## src/rtl/eqs_pkg.sv

```systemverilog
package eqs_pkg;

    typedef enum logic [2:0] {
        ST_IDLE = 3'd0,
        ST_PH0  = 3'd1,
        ST_PH1  = 3'd2,
        ST_PH2  = 3'd3,
        ST_PH3  = 3'd4
    } eqs_state_e;

    typedef struct packed {
        eqs_state_e st;
        logic       up;
        logic       done;
        logic       err;
        logic       pre;
    } eqs_regs_t;

    // Code each phase waits for, per role
    function automatic logic [1:0] wait_code(input logic up, input eqs_state_e st);
        logic [1:0] c;
        c = 2'b00;
        if (up) begin
            case (st)
                ST_PH1:  c = 2'b01;
                ST_PH2:  c = 2'b11;
                ST_PH3:  c = 2'b11;
                default: c = 2'b00;
            endcase
        end else begin
            case (st)
                ST_PH0:  c = 2'b01;
                ST_PH1:  c = 2'b10;
                ST_PH2:  c = 2'b10;
                default: c = 2'b00;
            endcase
        end
        return c;
    endfunction

    // Phase in which this end tunes its partner
    function automatic logic own_tune(input logic up, input eqs_state_e st);
        return up ? (st == ST_PH3) : (st == ST_PH2);
    endfunction

endpackage

```

## src/rtl/eqs_lane_match.sv

```systemverilog
module eqs_lane_match #(
    parameter int MW = 3
) (
    input  logic          clk,
    input  logic          rst_n,
    input  logic          clr_i,
    input  logic          vld_i,
    input  logic [1:0]    ec_i,
    input  logic          lock_i,
    input  logic [1:0]    want_i,
    input  logic [MW-1:0] lim_i,
    output logic          qual_o
);
    localparam logic [MW-1:0] RUN_MAX = {MW{1'b1}};
    localparam logic [MW-1:0] ONE     = {{(MW-1){1'b0}}, 1'b1};

    logic [MW-1:0] run_d, run_q;
    logic [MW-1:0] lim_eff;

    always_comb begin
        run_d = run_q;
        if (clr_i || !lock_i) begin
            run_d = '0;
        end else if (vld_i) begin
            if (ec_i == want_i) begin
                run_d = (run_q == RUN_MAX) ? run_q : run_q + 1'b1;
            end else begin
                run_d = '0;
            end
        end
    end

    always_ff @(posedge clk or negedge rst_n) begin
        if (!rst_n) run_q <= '0;
        else        run_q <= run_d;
    end

    assign lim_eff = (lim_i == '0) ? ONE : lim_i;
    assign qual_o  = (run_q >= lim_eff);

    // a mismatching valid set on a locked lane restarts the run
    a_r3_mismatch_restarts: assert property (@(posedge clk) disable iff (!rst_n)
        (vld_i && lock_i && (ec_i != want_i)) |=> !qual_o);

    // loss of lock restarts the run
    a_r3_lock_loss_restarts: assert property (@(posedge clk) disable iff (!rst_n)
        (!lock_i || clr_i) |=> !qual_o);

endmodule

```

## src/rtl/eqs_phase_timer.sv

```systemverilog
module eqs_phase_timer #(
    parameter int TW = 10
) (
    input  logic          clk,
    input  logic          rst_n,
    input  logic          clr_i,
    input  logic [TW-1:0] lim_i,
    output logic          expire_o
);
    logic [TW-1:0] cnt_d, cnt_q;

    always_comb begin
        cnt_d = cnt_q;
        if (clr_i)               cnt_d = '0;
        else if (cnt_q != lim_i) cnt_d = cnt_q + 1'b1;
    end

    always_ff @(posedge clk or negedge rst_n) begin
        if (!rst_n) cnt_q <= '0;
        else        cnt_q <= cnt_d;
    end

    assign expire_o = (cnt_q == lim_i);

    // a freshly restarted phase cannot expire at once unless the limit is zero or moved
    a_r10_fresh_not_expired: assert property (@(posedge clk) disable iff (!rst_n)
        (clr_i && (lim_i != '0)) |=> (!expire_o || !$stable(lim_i)));

endmodule

```

## src/rtl/eq_phase_seq.sv

```systemverilog
module eq_phase_seq
    import eqs_pkg::*;
#(
    parameter int LANES   = 4,
    parameter int MATCH_W = 3,
    parameter int TMO_W   = 10
) (
    input  logic                 clk,
    input  logic                 rst_n,
    input  logic                 eq_start_i,
    input  logic                 role_up_i,
    input  logic                 skip_tune_i,
    input  logic                 tune_done_i,
    input  logic [LANES-1:0]     lane_en_i,
    input  logic [LANES-1:0]     ts_vld_i,
    input  logic [2*LANES-1:0]   ts_ec_i,
    input  logic [LANES-1:0]     ts_lock_i,
    input  logic [MATCH_W-1:0]   match_lim_i,
    input  logic [TMO_W-1:0]     tmo_lim_i,
    output logic [1:0]           eq_phase_o,
    output logic                 eq_busy_o,
    output logic [1:0]           tx_ec_o,
    output logic                 preset_apply_o,
    output logic                 eq_done_o,
    output logic                 eq_err_o
);
    localparam eqs_regs_t REGS_RST = '{st: ST_IDLE, up: 1'b0, done: 1'b0, err: 1'b0, pre: 1'b0};

    eqs_regs_t        r_d, r_q;
    logic [LANES-1:0] lane_qual;
    logic [1:0]       want;
    logic             all_qual;
    logic             all_lock;
    logic             tune_ok;
    logic             advance;
    logic             expire;
    logic             restart;

    assign want = wait_code(r_q.up, r_q.st);

    for (genvar g = 0; g < LANES; g++) begin : g_lane
        eqs_lane_match #(.MW(MATCH_W)) u_match (
            .clk    (clk),
            .rst_n  (rst_n),
            .clr_i  (restart),
            .vld_i  (ts_vld_i[g]),
            .ec_i   (ts_ec_i[2*g +: 2]),
            .lock_i (ts_lock_i[g]),
            .want_i (want),
            .lim_i  (match_lim_i),
            .qual_o (lane_qual[g])
        );
    end

    eqs_phase_timer #(.TW(TMO_W)) u_timer (
        .clk      (clk),
        .rst_n    (rst_n),
        .clr_i    (restart),
        .lim_i    (tmo_lim_i),
        .expire_o (expire)
    );

    assign all_qual = (|lane_en_i) && (&(lane_qual | ~lane_en_i));
    assign all_lock = (|lane_en_i) && (&(ts_lock_i | ~lane_en_i));
    assign tune_ok  = skip_tune_i || tune_done_i || !own_tune(r_q.up, r_q.st);

    always_comb begin
        advance = 1'b0;
        case (r_q.st)
            ST_PH0:  advance = r_q.up ? all_lock : all_qual;
            ST_PH1:  advance = all_qual;
            ST_PH2,
            ST_PH3:  advance = all_qual && tune_ok;
            default: advance = 1'b0;
        endcase
    end

    always_comb begin
        r_d      = r_q;
        r_d.done = 1'b0;
        r_d.err  = 1'b0;
        r_d.pre  = 1'b0;
        if (r_q.st == ST_IDLE) begin
            if (eq_start_i) begin
                r_d.st  = ST_PH0;
                r_d.up  = role_up_i;
                r_d.pre = !role_up_i;
            end
        end else if (advance) begin
            case (r_q.st)
                ST_PH0:  r_d.st = ST_PH1;
                ST_PH1:  r_d.st = ST_PH2;
                ST_PH2:  r_d.st = ST_PH3;
                default: begin
                    r_d.st   = ST_IDLE;
                    r_d.done = 1'b1;
                end
            endcase
        end else if (expire) begin
            r_d.st  = ST_IDLE;
            r_d.err = 1'b1;
        end
        restart = (r_d.st != r_q.st) || (r_q.st == ST_IDLE);
    end

    always_ff @(posedge clk or negedge rst_n) begin
        if (!rst_n) r_q <= REGS_RST;
        else        r_q <= r_d;
    end

    always_comb begin
        case (r_q.st)
            ST_PH1:  eq_phase_o = 2'd1;
            ST_PH2:  eq_phase_o = 2'd2;
            ST_PH3:  eq_phase_o = 2'd3;
            default: eq_phase_o = 2'd0;
        endcase
    end

    assign eq_busy_o      = (r_q.st != ST_IDLE);
    assign tx_ec_o        = eq_phase_o;
    assign preset_apply_o = r_q.pre;
    assign eq_done_o      = r_q.done;
    assign eq_err_o       = r_q.err;

    // completion only follows phase 3 and leaves the block idle
    a_r9_done_after_ph3: assert property (@(posedge clk) disable iff (!rst_n)
        eq_done_o |-> ($past(eq_busy_o) && ($past(eq_phase_o) == 2'd3) && !eq_busy_o));

    // an error pulse leaves the block idle and never coincides with completion
    a_r10_err_idle: assert property (@(posedge clk) disable iff (!rst_n)
        eq_err_o |-> (!eq_busy_o && !eq_done_o && $past(eq_busy_o)));

    // phase holds or steps by one while busy
    a_r11_single_step: assert property (@(posedge clk) disable iff (!rst_n)
        (eq_busy_o && $past(eq_busy_o)) |->
        ((eq_phase_o == $past(eq_phase_o)) || (eq_phase_o == $past(eq_phase_o) + 2'd1)));

    // preset strobe only on entry into phase 0 from idle
    a_r2_preset_on_entry: assert property (@(posedge clk) disable iff (!rst_n)
        preset_apply_o |-> (eq_busy_o && (eq_phase_o == 2'd0) && !$past(eq_busy_o)));

    // with no enabled lane the run cannot complete
    a_r4_no_lane_no_done: assert property (@(posedge clk) disable iff (!rst_n)
        (eq_busy_o && (lane_en_i == '0)) |=> !eq_done_o);

    // without tuning permission the tuning phase does not advance
    a_r8_tune_gate: assert property (@(posedge clk) disable iff (!rst_n)
        (eq_busy_o && !skip_tune_i && !tune_done_i && own_tune(r_q.up, r_q.st)) |=>
        (!eq_done_o && (!eq_busy_o || (eq_phase_o == $past(eq_phase_o)))));

endmodule

```

## config.mk

```make
export PLATFORM = sky130hd
export DESIGN_NAME = eq_phase_seq
export DESIGN_NICKNAME = d
export VERILOG_FILES = /design/src/rtl/eqs_pkg.sv /design/src/rtl/eqs_lane_match.sv /design/src/rtl/eqs_phase_timer.sv /design/src/rtl/eq_phase_seq.sv
export SDC_FILE = /design/constraint.sdc
export NUM_CORES = 1
export LEC_CHECK = 0
export ABC_AREA = 1
export ABC_CLOCK_PERIOD_IN_PS = 2400
export CORE_MARGIN = 5
export CORE_UTILIZATION = 52
export DETAILED_ROUTE_END_ITERATION = 8
export PLACE_DENSITY = 0.87
export SYNTH_ARGS = -nofsm -noshare
export SYNTH_HDL_FRONTEND = slang
export SYNTH_SLANG_ARGS = --single-unit
```

## constraint.sdc

```tcl
create_clock -name clk -period 2.4 [get_ports clk]
set_input_delay 0.48 -clock clk [delete_from_list [all_inputs] [get_ports clk]]
set_output_delay 0.48 -clock clk [all_outputs]
set_load 0.02 [all_outputs]
```

==> reports/metrics.csv <==
metric;value;unit
Max clock buf depth;2;
DR DRC count;0;
starting density of the core;54.5;%
WP data required;2630;ps
critical path cell sequence;clkdlybuf4s50_1 -> inv_1 -> nand2_1 -> nand2_1 -> nor2_1 -> nand4_1 -> o21ai_4 -> nand2_4 -> nand2_2 -> nand2_2 -> nand2_2 -> nand3_4 -> nor2_8 -> buf_12 -> nand3_4 -> nor2_2;
RR Startpoint;g_lane[2].u_match.run_q[0];
IO Port Bufs;46;
layout overhead on the synthesized area;43.1;%
syn nets;385;
vias in the first global route;2234;
Placed Area;0.00300;mm^2
CTS Sinks;29;
drt total wl;6900;um
register clock-pin slew on the reported worst setup and hold paths;70;ps
Worst Hold End;u_timer.cnt_q[0];
Ports;47;
die width;78.0;um
area share of fa/ha/maj cells after synthesis;10.9;%
Mapped Area;0.00240;mm^2
H-tree depth;2;
clk_skew;9.41;ps
min Tclk post-route;2400;ps
Hold Crit Depth;1;
total CTS buffers;5;
grt ovf;0;
Crit Path Max Fanout;5;
Worst R2R End;g_lane[0].u_match.run_q[1];
max_cap viols;0;
FILL cells;290;
synthesized area per cell;7.40;um^2
Worst Reg-to-Reg Cells;17;
most used cell, CP;nand2_2;
worst min path class;register to register;
#FFs+latches synth;29;
Rel. slew slack;73.9;%
first-pass GRT wire length;9740;um
Vias;2327;
Syn. warnings;0;
simple-gate share of the synthesized area;36.1;%
ANT cells;0;
Nets;458;
flop2flop setup slack;80;ps
antenna violations before repair;0;
hold path startpoint;u_timer.cnt_q[0];
WL per Instance;15.3;um
worst slew pin tran;388;ps
Setup Slack @ Placement;-499;ps
Design Area, Final;0.00344;mm^2
synthesized instance count;325;
mux contribution to synthesized area;0;%
Final ANT Viol Nets;0;
highest-count cells in the layout ignoring fill and taps;61 x nand2_1, 46 x inv_1, 42 x clkdlybuf4s50_1;
Post-DP HPWL;4320;um
Seq/Total Area, Yosys;30.2;%
drt initial violations;128;
largest net degree at the start of global routing;30;
main combinational cell family by area after synthesis;simple AND/OR/NAND/NOR gates;
XOR/XNOR Fraction of Synth Area;8.01;%
fraction of final layout cells sized beyond drive strength 1;31.8;%
critical path endpoint category;register;
slowest CP cell;clkdlybuf4s50_1;
post-synthesis cell type count;28;
Fin. Hold Viols;0;
routability cong.;0.929;
status;completed;
final setup violation count;0;
most common cell after layout, fill and taps aside;nand2_1;
startpoint types;primary input;
Placement Rows;24;
die height;78.0;um
core area;0.00441;mm^2
router iterations before antenna repair;5;
vias per std cell;5.16;
Fmax achieved;417;MHz
final worst slack;0.859;ps
clk_lat worst skew;290;ps
CTS root buf;clkbuf_8;
Leak Pwr;1.62;nW
GRT Overall Usage;19.6;%
Register Area;726;um^2
fin crit share;100;%
PD cells;906;mW/mm^2
complex-gate fraction of the synthesized area;5.62;%
WS Path Type;primary input to register;
maximum vdd drop;0.000644;V
Worst path max stage delay;500;ps
Die ar.;0.00608;mm^2
Hold Buf Count CTS;0;
worst endpoint data arrival time;2630;ps
Slew Viols, Final;0;
CTS tree;yes;
footprint of the multi-input gates;0.00174;mm^2
-- worst max-delay path, delay by kind of cell --
family          cells  cell delay, ps
compound gates      1             140
buf+inv             3             700
simple gates       12            1300
-- logic make-up after synthesis --
kind of cell	after synthesis
flip-flops	29
adder cells (fa/ha/maj)	21
AO/OA/AOI/OAI	23
XOR/XNOR	22
buffers and inverters	57
AND/OR/NAND/NOR	173
-- state kept, by name, summed over array words and instances (netlist names) --
signal                flops
eq_done_o                 1
eq_err_o                  1
g_lane.u_match.run_q     12
preset_apply_o            1
r_q                       4
u_timer.cnt_q            10
-- repair_timing --
action | in CTS | in global routing
gates resized for setup | 14 | 59
gates cloned | 0 | 1
setup buffers | 5 | 5
endpoints found under the setup margin | 22 | 22
pin swaps | 10 | 29
-- layer usage --
layer | track usage (%) | routed length (um) | vias to the layer above
met1 | 23.1 | 2660 | 1081
li1 | - | - | 1148
met2 | 33.4 | 3500 | 75
met5 | 0 | 0 | -
met3 | 4.63 | 435 | 23
met4 | 9.63 | 306 | 0
-- power by group --
group / total, W / switching (W) / internal [W]
combinational: 0.00209 / 0.00128 / 0.000810
sequential: 0.000636 / 0.0000939 / 0.000542
clock: 0.000394 / 0.000194 / 0.000200
total: 0.00312 / 0.00156 / 0.00155
-- through the flow --
| stage | utilization [%] | TNS (ps) | hold WS (ps) | power (W) | instances |
|---|---|---|---|---|---|
| 2_1_floorplan | - | 0 | 184 | 0.00170 | 325 |
| 3_3_place_gp | 67.9 | -7900 | 500 | 0.00207 | 432 |
| 3_5_place_dp | 67.9 | -10790 | 503 | 0.00212 | 432 |
| 4_1_cts | 71.7 | 0 | 516 | 0.00258 | 445 |
| 5_1_grt | 77.9 | -1710 | 557 | 0.00331 | 451 |
| 6_report | 77.9 | 0 | 524 | 0.00312 | 451 |
-- area by class of cell --
cell class	instances	share of cell area, %
Tap cell	52	1.89
Timing Repair Buffer	67	18.1
Clock inverter	2	0.291
Multi-Input combinational cell	240	50.5
Clock buffer	6	2.11
Sequential cell	29	21.1
Inverter	55	6.00
-- cells in the mapped netlist, drive strengths merged --
cell type	n	area, um^2
a21oi	6	41.3
buf	2	15.0
dfrtp	29	726
ha	21	263
inv	55	206
nand2	93	405
nand3	24	155
nand4	1	6.26
nor2	51	273
nor3	2	15.0
nor4	1	6.26
o21ai	15	78.8
o21bai	2	15.0
or2	1	6.26
xnor2	8	70.1
xor2	14	123
-- worst max-delay path by stage --
stage                    from                    endpoint  depth (start not counted)
6_report         ts_lock_i[0]  g_lane[0].u_match.run_q[1]                         16
5_1_grt          ts_lock_i[0]  g_lane[0].u_match.run_q[2]                         16
4_1_cts        match_lim_i[1]  g_lane[3].u_match.run_q[2]                         17
3_5_place_dp   match_lim_i[1]  g_lane[0].u_match.run_q[2]                         17
3_3_place_gp   match_lim_i[1]            u_timer.cnt_q[9]                         17
2_1_floorplan  match_lim_i[0]            u_timer.cnt_q[9]                         16
Note: power is estimated with default switching activity, not from simulation.
